--- config.mk ---
export PLATFORM = sky130hd
export DESIGN_NAME = cond_reg_file
export DESIGN_NICKNAME = d
export VERILOG_FILES = /design/src/rtl/crf_pkg.sv /design/src/rtl/crf_bank.sv /design/src/rtl/crf_guard.sv /design/src/rtl/crf_bit_pick.sv /design/src/rtl/cond_reg_file.sv
export SDC_FILE = /design/constraint.sdc
export NUM_CORES = 1
export LEC_CHECK = 0
export ABC_AREA = 0
export ABC_CLOCK_PERIOD_IN_PS = 5830
export CAP_MARGIN = 20
export CORE_UTILIZATION = 46
export DETAILED_ROUTE_END_ITERATION = 8
export GPL_ROUTABILITY_DRIVEN = 0
export PLACE_DENSITY = 0.82
export SLEW_MARGIN = 20
export SYNTH_ARGS = -nofsm -noshare
export SYNTH_HDL_FRONTEND = slang
export SYNTH_SLANG_ARGS = --single-unit
--- constraint.sdc ---
create_clock -name clk -period 5.83 [get_ports clk]
set_clock_uncertainty 0.2 [all_clocks]
set_input_delay 0.583 -clock clk [delete_from_list [all_inputs] [get_ports clk]]
set_output_delay 0.583 -clock clk [all_outputs]
set_load 0.01 [all_outputs]
--- src/rtl/crf_pkg.sv ---
// Package: crf_pkg
// Shared sizing for the condition register file. Every module derives its
// widths from these two values so the geometry is stated in one place.
package crf_pkg;
    parameter int FIELD_W    = 4;
    parameter int NUM_FIELDS = 8;
    localparam int WORD_W    = FIELD_W * NUM_FIELDS;
    localparam int IDX_W     = $clog2(WORD_W);
    localparam int FSEL_W    = $clog2(NUM_FIELDS);
    localparam int BSEL_W    = $clog2(FIELD_W);
endpackage

--- src/rtl/crf_bank.sv ---
// Module: crf_bank
// One field of storage: a FIELD_W-bit register with its own write enable.
// Assumes the enable is already qualified (legal access, no error).
module crf_bank #(
    parameter int FIELD_W = 4
) (
    input  logic               clk,
    input  logic               rst_n,
    input  logic               we,
    input  logic [FIELD_W-1:0] d,
    output logic [FIELD_W-1:0] q
);
    // Hold the field; clear on reset, load on a qualified write.
    always_ff @(posedge clk) begin
        if (!rst_n) begin
            q <= '0;
        end else if (we) begin
            q <= d;
        end
    end
endmodule

--- src/rtl/crf_guard.sv ---
// Module: crf_guard
// Checks the enable pattern of a cycle and turns the raw requests into
// per-bank write strobes and qualified read selects. Assumes enables are
// sampled in the same cycle they are presented; it holds no state.
module crf_guard #(
    parameter int NUM_FIELDS = 8
) (
    input  logic                  wide_rd_en,
    input  logic                  wide_wr_en,
    input  logic [NUM_FIELDS-1:0] narrow_rd_en,
    input  logic [NUM_FIELDS-1:0] narrow_wr_en,
    output logic                  err,
    output logic                  wide_rd_ok,
    output logic                  wide_wr_ok,
    output logic [NUM_FIELDS-1:0] narrow_rd_ok,
    output logic [NUM_FIELDS-1:0] bank_we
);
    localparam int CNT_W = $clog2(NUM_FIELDS + 1);

    logic [CNT_W-1:0] wr_cnt;
    logic [CNT_W-1:0] rd_cnt;
    logic             multi_hot;
    logic             mixed;

    // Count asserted narrow enables for the one-hot rule.
    always_comb begin
        wr_cnt = '0;
        rd_cnt = '0;
        for (int i = 0; i < NUM_FIELDS; i++) begin
            wr_cnt = wr_cnt + CNT_W'(narrow_wr_en[i]);
            rd_cnt = rd_cnt + CNT_W'(narrow_rd_en[i]);
        end
    end

    // Classify the cycle as legal or erroneous.
    always_comb begin
        multi_hot = (wr_cnt > CNT_W'(1)) || (rd_cnt > CNT_W'(1));
        mixed     = (wide_rd_en || wide_wr_en) && ((|narrow_rd_en) || (|narrow_wr_en));
        err       = multi_hot || mixed;
    end

    // Qualify requests: nothing moves in an erroneous cycle.
    always_comb begin
        wide_rd_ok   = wide_rd_en && !err;
        wide_wr_ok   = wide_wr_en && !err;
        narrow_rd_ok = err ? '0 : narrow_rd_en;
        bank_we      = err ? '0 : (narrow_wr_en | {NUM_FIELDS{wide_wr_en}});
    end
endmodule

--- src/rtl/crf_bit_pick.sv ---
// Module: crf_bit_pick
// Returns one condition bit from the packed word: the index's upper bits
// pick the field, its low bits pick the bit inside it. Assumes field n is
// packed at bits [n*FIELD_W +: FIELD_W].
module crf_bit_pick #(
    parameter int FIELD_W    = 4,
    parameter int NUM_FIELDS = 8,
    localparam int WORD_W    = FIELD_W * NUM_FIELDS,
    localparam int IDX_W     = $clog2(WORD_W),
    localparam int BSEL_W    = $clog2(FIELD_W),
    localparam int FSEL_W    = $clog2(NUM_FIELDS)
) (
    input  logic [WORD_W-1:0] word,
    input  logic [IDX_W-1:0]  idx,
    output logic              bit_q
);
    logic [FSEL_W-1:0]  fsel;
    logic [BSEL_W-1:0]  bsel;
    logic [FIELD_W-1:0] field_q;

    // Split the index into field and bit parts.
    always_comb begin
        fsel = idx[IDX_W-1:BSEL_W];
        bsel = idx[BSEL_W-1:0];
    end

    // Select the addressed field.
    always_comb begin
        field_q = '0;
        for (int f = 0; f < NUM_FIELDS; f++) begin
            if (fsel == FSEL_W'(f)) begin
                field_q = word[f*FIELD_W +: FIELD_W];
            end
        end
    end

    // Select the bit within the field.
    always_comb begin
        bit_q = field_q[bsel];
    end
endmodule

--- src/rtl/cond_reg_file.sv ---
// Module: cond_reg_file
// Condition register file of NUM_FIELDS banks, each FIELD_W bits wide.
// It has a wide path that covers all banks at once, a one-hot narrow path
// for a single bank, and a single-bit read helper. Assumes the client
// keeps wide and narrow traffic in separate cycles; any violation is
// flagged on proto_err and blocks writes for that cycle.
module cond_reg_file
    import crf_pkg::*;
#(
    parameter int FIELD_W    = crf_pkg::FIELD_W,
    parameter int NUM_FIELDS = crf_pkg::NUM_FIELDS,
    localparam int WORD_W    = FIELD_W * NUM_FIELDS,
    localparam int IDX_W     = $clog2(WORD_W)
) (
    input  logic                  clk,
    input  logic                  rst_n,
    input  logic                  wide_rd_en,
    input  logic                  wide_wr_en,
    input  logic [WORD_W-1:0]     wide_wdata,
    output logic [WORD_W-1:0]     wide_rdata,
    input  logic [NUM_FIELDS-1:0] narrow_rd_en,
    input  logic [NUM_FIELDS-1:0] narrow_wr_en,
    input  logic [FIELD_W-1:0]    narrow_wdata,
    output logic [FIELD_W-1:0]    narrow_rdata,
    input  logic [IDX_W-1:0]      bit_idx,
    output logic                  bit_out,
    output logic                  proto_err
);
    logic                  wide_rd_ok;
    logic                  wide_wr_ok;
    logic [NUM_FIELDS-1:0] narrow_rd_ok;
    logic [NUM_FIELDS-1:0] bank_we;
    logic [WORD_W-1:0]     store_word;

    crf_guard #(
        .NUM_FIELDS (NUM_FIELDS)
    ) u_guard (
        .wide_rd_en   (wide_rd_en),
        .wide_wr_en   (wide_wr_en),
        .narrow_rd_en (narrow_rd_en),
        .narrow_wr_en (narrow_wr_en),
        .err          (proto_err),
        .wide_rd_ok   (wide_rd_ok),
        .wide_wr_ok   (wide_wr_ok),
        .narrow_rd_ok (narrow_rd_ok),
        .bank_we      (bank_we)
    );

    // One bank per field; the wide slice is hard-wired to field position.
    for (genvar g = 0; g < NUM_FIELDS; g++) begin : g_bank
        logic [FIELD_W-1:0] bank_d;

        // Choose the write source for this bank.
        always_comb begin
            bank_d = wide_wr_ok ? wide_wdata[g*FIELD_W +: FIELD_W] : narrow_wdata;
        end

        crf_bank #(
            .FIELD_W (FIELD_W)
        ) u_bank (
            .clk   (clk),
            .rst_n (rst_n),
            .we    (bank_we[g]),
            .d     (bank_d),
            .q     (store_word[g*FIELD_W +: FIELD_W])
        );
    end

    // Wide read: whole word when qualified, zero otherwise.
    always_comb begin
        wide_rdata = wide_rd_ok ? store_word : '0;
    end

    // Narrow read: AND-OR mux over the one-hot qualified selects.
    always_comb begin
        narrow_rdata = '0;
        for (int f = 0; f < NUM_FIELDS; f++) begin
            narrow_rdata = narrow_rdata
                         | (store_word[f*FIELD_W +: FIELD_W] & {FIELD_W{narrow_rd_ok[f]}});
        end
    end

    crf_bit_pick #(
        .FIELD_W    (FIELD_W),
        .NUM_FIELDS (NUM_FIELDS)
    ) u_bit_pick (
        .word  (store_word),
        .idx   (bit_idx),
        .bit_q (bit_out)
    );
endmodule

=== Word level (Yosys, flattened, before mapping) ===
Cells that the tools add are included.

* Bits of input ports: 61
* Word-level logic and storage cells: 80
* Bits in registers: 32

* Add/sub/neg operators: 14
* Muxes and demuxes: 21
* Magnitude comparators: 3
* Bitwise operators: 16
* Eq/ne operators: 7
* Reduce and logical (&&, ||, !) cells: 11

{| class="wikitable"
|+ Operators with widths
! operator !! number
|-
| 2-to-1 mux 4 bit || 16
|-
| adder 4 x 1 -> 4 bit || 12
|-
| bitwise AND 4 bit || 8
|-
| 2-to-1 mux 32 bit || 1
|-
| OR 4 bit || 7
|-
| 2-to-1 mux 8 bit || 2
|-
| OR reduction 8 bit || 2
|-
| equality test 3 bit, second input constant || 4
|-
| greater-than comparator 4 x 1 -> 1 bit, second input constant || 2
|-
| OR 8 bit || 1
|-
| equality test 3 x 2 -> 1 bit, second input constant || 2
|-
| adder 1 x 1 -> 2 bit || 2
|-
| logical OR 1 bit || 4
|-
| equality test 3 x 1 -> 1 bit, second input constant || 1
|-
| logical AND 1 bit || 3
|-
| zero test 3 bit || 1
|-
| less-than comparator 2 x 3 -> 1 bit, second input constant || 1
|-
| binary-select mux 1 bit (select 2 bit) || 1
|-
| zero test 1 bit || 1
|-
| 2-to-1 mux 1 bit || 1
|}

=== Logic depth before layout (Yosys ltp) ===
* Depth after elaboration: 19
* Depth in mapped cells: 16

=== Cells and area by module ===
A second synthesis with hierarchy kept.

* Cells, all modules: 362
* Area total of the unflattened synthesis: 3025.4 um2

{| class="wikitable"
|+ Modules (own cells, without submodules)
! module !! sequential area each (um2) !! instances !! cells each !! area an instance (um2)
|-
| crf_bank || 80.1 || 8 || 13 || 156.4
|-
| cond_reg_file || 0.0 || 1 || 131 || 742.0
|-
| crf_guard || 0.0 || 1 || 87 || 675.6
|-
| crf_bit_pick || 0.0 || 1 || 40 || 356.6
|}

=== Least setup slack after synthesis ===
Ideal clock, no wire load.

* Path kind: input -> output
* Start: input narrow_rd_en[0]
* End: output wide_rdata[0]
* Required time: 5.047 ns
* Buffers on the path: 1
* Stages on the path: 15
* Setup slack: 1.271 ns
* Arrival: 3.776 ns
* Cells stage by stage: inv_1 -> ha_1 -> inv_1 -> fa_1 -> fa_1 -> inv_1 -> fa_1 -> inv_1 -> fa_1 -> a211oi_1 -> mux2_2 -> or3b_2 -> nor2_1 -> clkbuf_1 -> and2_1

* Cells in the longest elaborated chain, start to end: 13

{| class="wikitable"
|+ RTL lines
! what !! RTL line !! text
|-
| start, declared || cond_reg_file.sv:21 || <nowiki>input logic [NUM_FIELDS-1:0] narrow_rd_en,</nowiki>
|-
| adder 1 x 1 -> 2 bit || crf_guard.sv:31 || <nowiki>rd_cnt = rd_cnt + CNT_W'(narrow_rd_en[i]);</nowiki>
|-
| adder 4 x 1 -> 4 bit (6 in series) || crf_guard.sv:31 ||
|-
| greater-than comparator 4 x 1 -> 1 bit || crf_guard.sv:37 || <nowiki>multi_hot = (wr_cnt > CNT_W'(1)) || (rd_cnt > CNT_W'(1));</nowiki>
|-
| logical OR 1 bit || crf_guard.sv:37 ||
|-
| logical OR 1 bit (*) || crf_guard.sv:39 || <nowiki>err = multi_hot || mixed;</nowiki>
|-
| zero test 1 bit (*) || crf_guard.sv:44 || <nowiki>wide_rd_ok = wide_rd_en && !err;</nowiki>
|-
| logical AND 1 bit (*) || crf_guard.sv:44 ||
|-
| 2-to-1 mux 32 bit (*) || cond_reg_file.sv:71 || <nowiki>wide_rdata = wide_rd_ok ? store_word : '0;</nowiki>
|-
| end, declared || cond_reg_file.sv:20 || <nowiki>output logic [WORD_W-1:0] wide_rdata,</nowiki>
|}

Every way passes the cells marked *; elsewhere a longest branch is shown, timed or not.

=== Final worst setup path ===
* Start: input narrow_rd_en[1]
* End: output narrow_rdata[0]

* Cells in the longest elaborated chain, start to end: 19

{| class="wikitable"
|+ RTL lines
! what !! RTL line !! text
|-
| adder 1 x 1 -> 2 bit || crf_guard.sv:31 ||
|-
| adder 4 x 1 -> 4 bit (6 in series) || crf_guard.sv:31 ||
|-
| greater-than comparator 4 x 1 -> 1 bit || crf_guard.sv:37 ||
|-
| logical OR 1 bit || crf_guard.sv:37 ||
|-
| logical OR 1 bit || crf_guard.sv:39 ||
|-
| 2-to-1 mux 8 bit (*) || crf_guard.sv:46 || <nowiki>narrow_rd_ok = err ? '0 : narrow_rd_en;</nowiki>
|-
| bitwise AND 4 bit || cond_reg_file.sv:79 || <nowiki>| (store_word[f*FIELD_W +: FIELD_W] & {FIELD_W{narrow_rd_ok[f]}});</nowiki>
|-
| OR 4 bit (6 in series) || cond_reg_file.sv:79 ||
|-
| OR 4 bit (*) || cond_reg_file.sv:79 ||
|-
| end, declared || cond_reg_file.sv:24 || <nowiki>output logic [FIELD_W-1:0] narrow_rdata,</nowiki>
|}

Marked as above.

==> run_results.csv <==
group,metric,value,unit
status,status,"finished, final reports clean",
worst_setup_path,worst_path_largest_cell_delay,600,ps
place,dp_cells,515,
yosys,synth_compound_area_frac,0.285,
timing,relSlewSlack,0.536,
clocking,cts_buffers,5,
power_and_ir_drop,power_leakage,1.79,nW
die,die_w,79.4,µm
yosys,post_synth_and_or_nand_nor_area_fraction,0.264,
clocking,cts_tree,"built",
cells_and_area,finish.net_count,531,
yosys,synth_top_cells_by_area,"dfxtp_1 (23%), a22o_1 (10%), nand2_1 (8.0%)",
worst_setup_path,cp-start-kind,"input pin",
yosys,ys_warn_count,0,
timing,final_max_slew_viol_count,0,
yosys,yosysMostFrequentCell,"nand2_1",
timing,setup_violations,0,
yosys,synthXorXnorAreaFrac,0,
yosys,synth_common_cells,"nand2_1 (59), a22o_1 (32), dfxtp_1 (32), inv_1 (32), and2_1 (31)",
drt,drt_first_pass_iters,5,
clocking,htreeDepth,2,
worst_setup_path,cp_max_fo,6,
yosys,yosysTopAreaCellShare,0.232,
clocking,clk_latency,280,ps
worst_setup_path,end_kind,"output pin",
place,dp_hpwl,6790,µm
job,drv_cap,0,
cells_and_area,utilization,0.701,
global_routing,antenna_found_initial,0,
drt,drt_iter0_drc,349,
clocking,cts-root-buf,"clkbuf_8",
global_routing,track_usage,0.282,
drt,routedWlPerCell,16.8,µm
worst_setup_path,slowest_stage,"or4b_1",
yosys,synth_seq_cells,32,
die,core_area,5640,µm²
yosys,synth_fp_nets,441,
global_routing,grt_pass1_wl,13600,µm
place,portBuffers,98,
yosys,synth_ff_type,"dfxtp_1",
power_and_ir_drop,p_per_area,150,nW/µm²
die,rows,27,
timing,rsz0062_at_grt,"no",
cells_and_area,fin_cells,527,
drt,ant_nets,0,
die,dieArea,6310,µm²
global_routing,grt_overflow,0,
worst_setup_path,path_buf_inv,6,
cells_and_area,drive_gt1_frac,0.0769,
yosys,synth_area_per_cell,7.58,µm²
timing,tightest_slew,694,ps
clocking,cts.reportedPaths.clkPinSlew,60,ps
yosys,synth_largest_area_cell,"dfxtp_1",
worst_setup_path,worstPathRequired,5050,ps
cells_and_area,synthToLayoutAreaGrowth,43.4,%
cells_and_area,n_fill_cell,476,
worst_setup_path,arrival,4830,ps
yosys,synth_edf_count,0,
cells_and_area,diodes,0,
drt,drt_wl_total,8830,µm
clocking,cts.path.max_buffers,2,
yosys,syn_area,2760,µm²
die,start_util,0.489,
yosys,synth_top_family_by_area,"compound AO/OA/AOI/OAI gates",
timing,min_period,5620,ps
yosys,synthDistinctLibCells,43,
die,die_h,79.4,µm
global_routing,grt_pass1_vias,2696,
global_routing,grt_start_max_net_pins,61,
min_path,hold_class,"reg2reg",
yosys,syn_inst,364,
yosys,yosys.area_share.adder,0.0943,
worst_setup_path,crit_path_cell_trace,"clkdlybuf4s50_1 -> inv_1 -> ha_1 -> inv_1 -> fa_1 -> fa_1 -> inv_1 -> fa_1 -> inv_1 -> fa_1 -> a211oi_2 -> mux2_2 -> or4b_1 -> a31oi_1 -> clkdlybuf4s50_1",
timing,tns,0,ps
drt,routed_via_density,5.94,
power_and_ir_drop,ir_worst_vdd,0.141,mV
yosys,synthMuxAreaShare,0.0354,
drt,vias,3130,
timing,maxClockFrequency,178,MHz
clocking,clock-sinks,32,
timing,final_hold_viol_count,0,
yosys,ys_seq_area_frac,0.232,
yosys,async_reset_ff_frac,0,
worst_setup_path,cp_top_family,"adder cells",
cells_and_area,top_regs,"g_bank.u_bank.q x32",
worst_setup_path,critPathKind,"in2out",
cells_and_area,regMostFlops,"g_bank.u_bank.q",
die,ioPinCount,99,
timing,finalCritPeriodShare,0.963,
drt,drc,0,
cells_and_area,largest_reg_flops,32,
[worst paths after layout]
check,startpoint,end,slack [ps],cells after the start
setup / recovery,narrow_rd_en[1],narrow_rdata[0],210,15
hold / removal,g_bank[6].u_bank.q[1]$_SDFFE_PN0P_,g_bank[6].u_bank.q[1]$_SDFFE_PN0P_,310,2
setup reg to reg,g_bank[7].u_bank.q[0]$_SDFFE_PN0P_,g_bank[7].u_bank.q[0]$_SDFFE_PN0P_,4890,1
hold reg to reg,g_bank[6].u_bank.q[1]$_SDFFE_PN0P_,g_bank[6].u_bank.q[1]$_SDFFE_PN0P_,310,2
[layer usage]
metal	global-route usage	wire, µm	up-vias
met5	0	0	-
met4	0.0927	180	0
met3	0.0434	822	23
met2	0.447	4150	198
met1	0.388	3670	1438
li1	-	-	1471
[worst min-delay path, delay by kind of cell (launching register included)]
| kind | cells | cell delay [ps] |
|---|---|---|
| compound gates | 1 | 60 |
| flops | 1 | 330 |
| simple gates | 1 | 60 |
[timing repair]
action | CTS | global route
setup buffers | 0 | 3
hold buffers | 0 | 0
setup endpoints to repair | 0 | 31
resized for setup | 0 | 24
[power breakdown]
part / internal (mW) / switching (mW)
Clock: 0.0961 / 0.0766
Sequential: 0.223 / 0.00637
Combinational: 0.0956 / 0.0956
[area by class of cell]
class / instances / area [µm²] / area share
Multi-Input combinational cell: 272 / 1890 / 0.477
Timing Repair Buffer: 111 / 1130 / 0.285
Sequential cell: 32 / 641 / 0.162
Inverter: 32 / 120 / 0.0304
Clock buffer: 8 / 90.1 / 0.0228
Tap cell: 72 / 90.1 / 0.0228
[per-stage QoR]
stage          hold slack [ps]  worst slack [ps]  instance area [µm²]  power, mW
4_1_cts                    304               139                 3860      0.587
3_3_place_gp               292               248                 3770      0.414
6_report                   308               214                 3960      0.594
2_1_floorplan              260              1270                 2760      0.339
5_1_grt                    344              18.6                 3960      0.624
3_5_place_dp               290               148                 3770      0.419
[cells by family (layout without fill, tap and decap cells)]
group,count (synthesis),after routing
buffers and inverters,60,151
flip-flops,32,32
adder cells (fa/ha/maj),16,16
AO/OA/AOI/OAI,106,106
multiplexers,7,7
AND/OR/NAND/NOR,143,143
[cell usage in the layout (no fill, tap or decap), drive strengths merged, types with 4 or more instances in the layout]
master / netlist / final
inv: 32 / 32
o221a: 4 / 4
a22o: 32 / 32
clkbuf: 22 / 8
dfxtp: 32 / 32
and2: 31 / 31
dlymetal6s2s: 0 / 15
o21ai: 5 / 5
clkdlybuf4s50: 0 / 83
nor2b: 5 / 5
a21oi: 6 / 6
fa: 8 / 8
buf: 6 / 13
nand2: 59 / 59
nor3: 4 / 4
a221oi: 4 / 4
a31oi: 7 / 7
ha: 8 / 8
nor2: 30 / 30
a22oi: 8 / 8
o22ai: 30 / 30
Power figures use the tool's default switching activity.
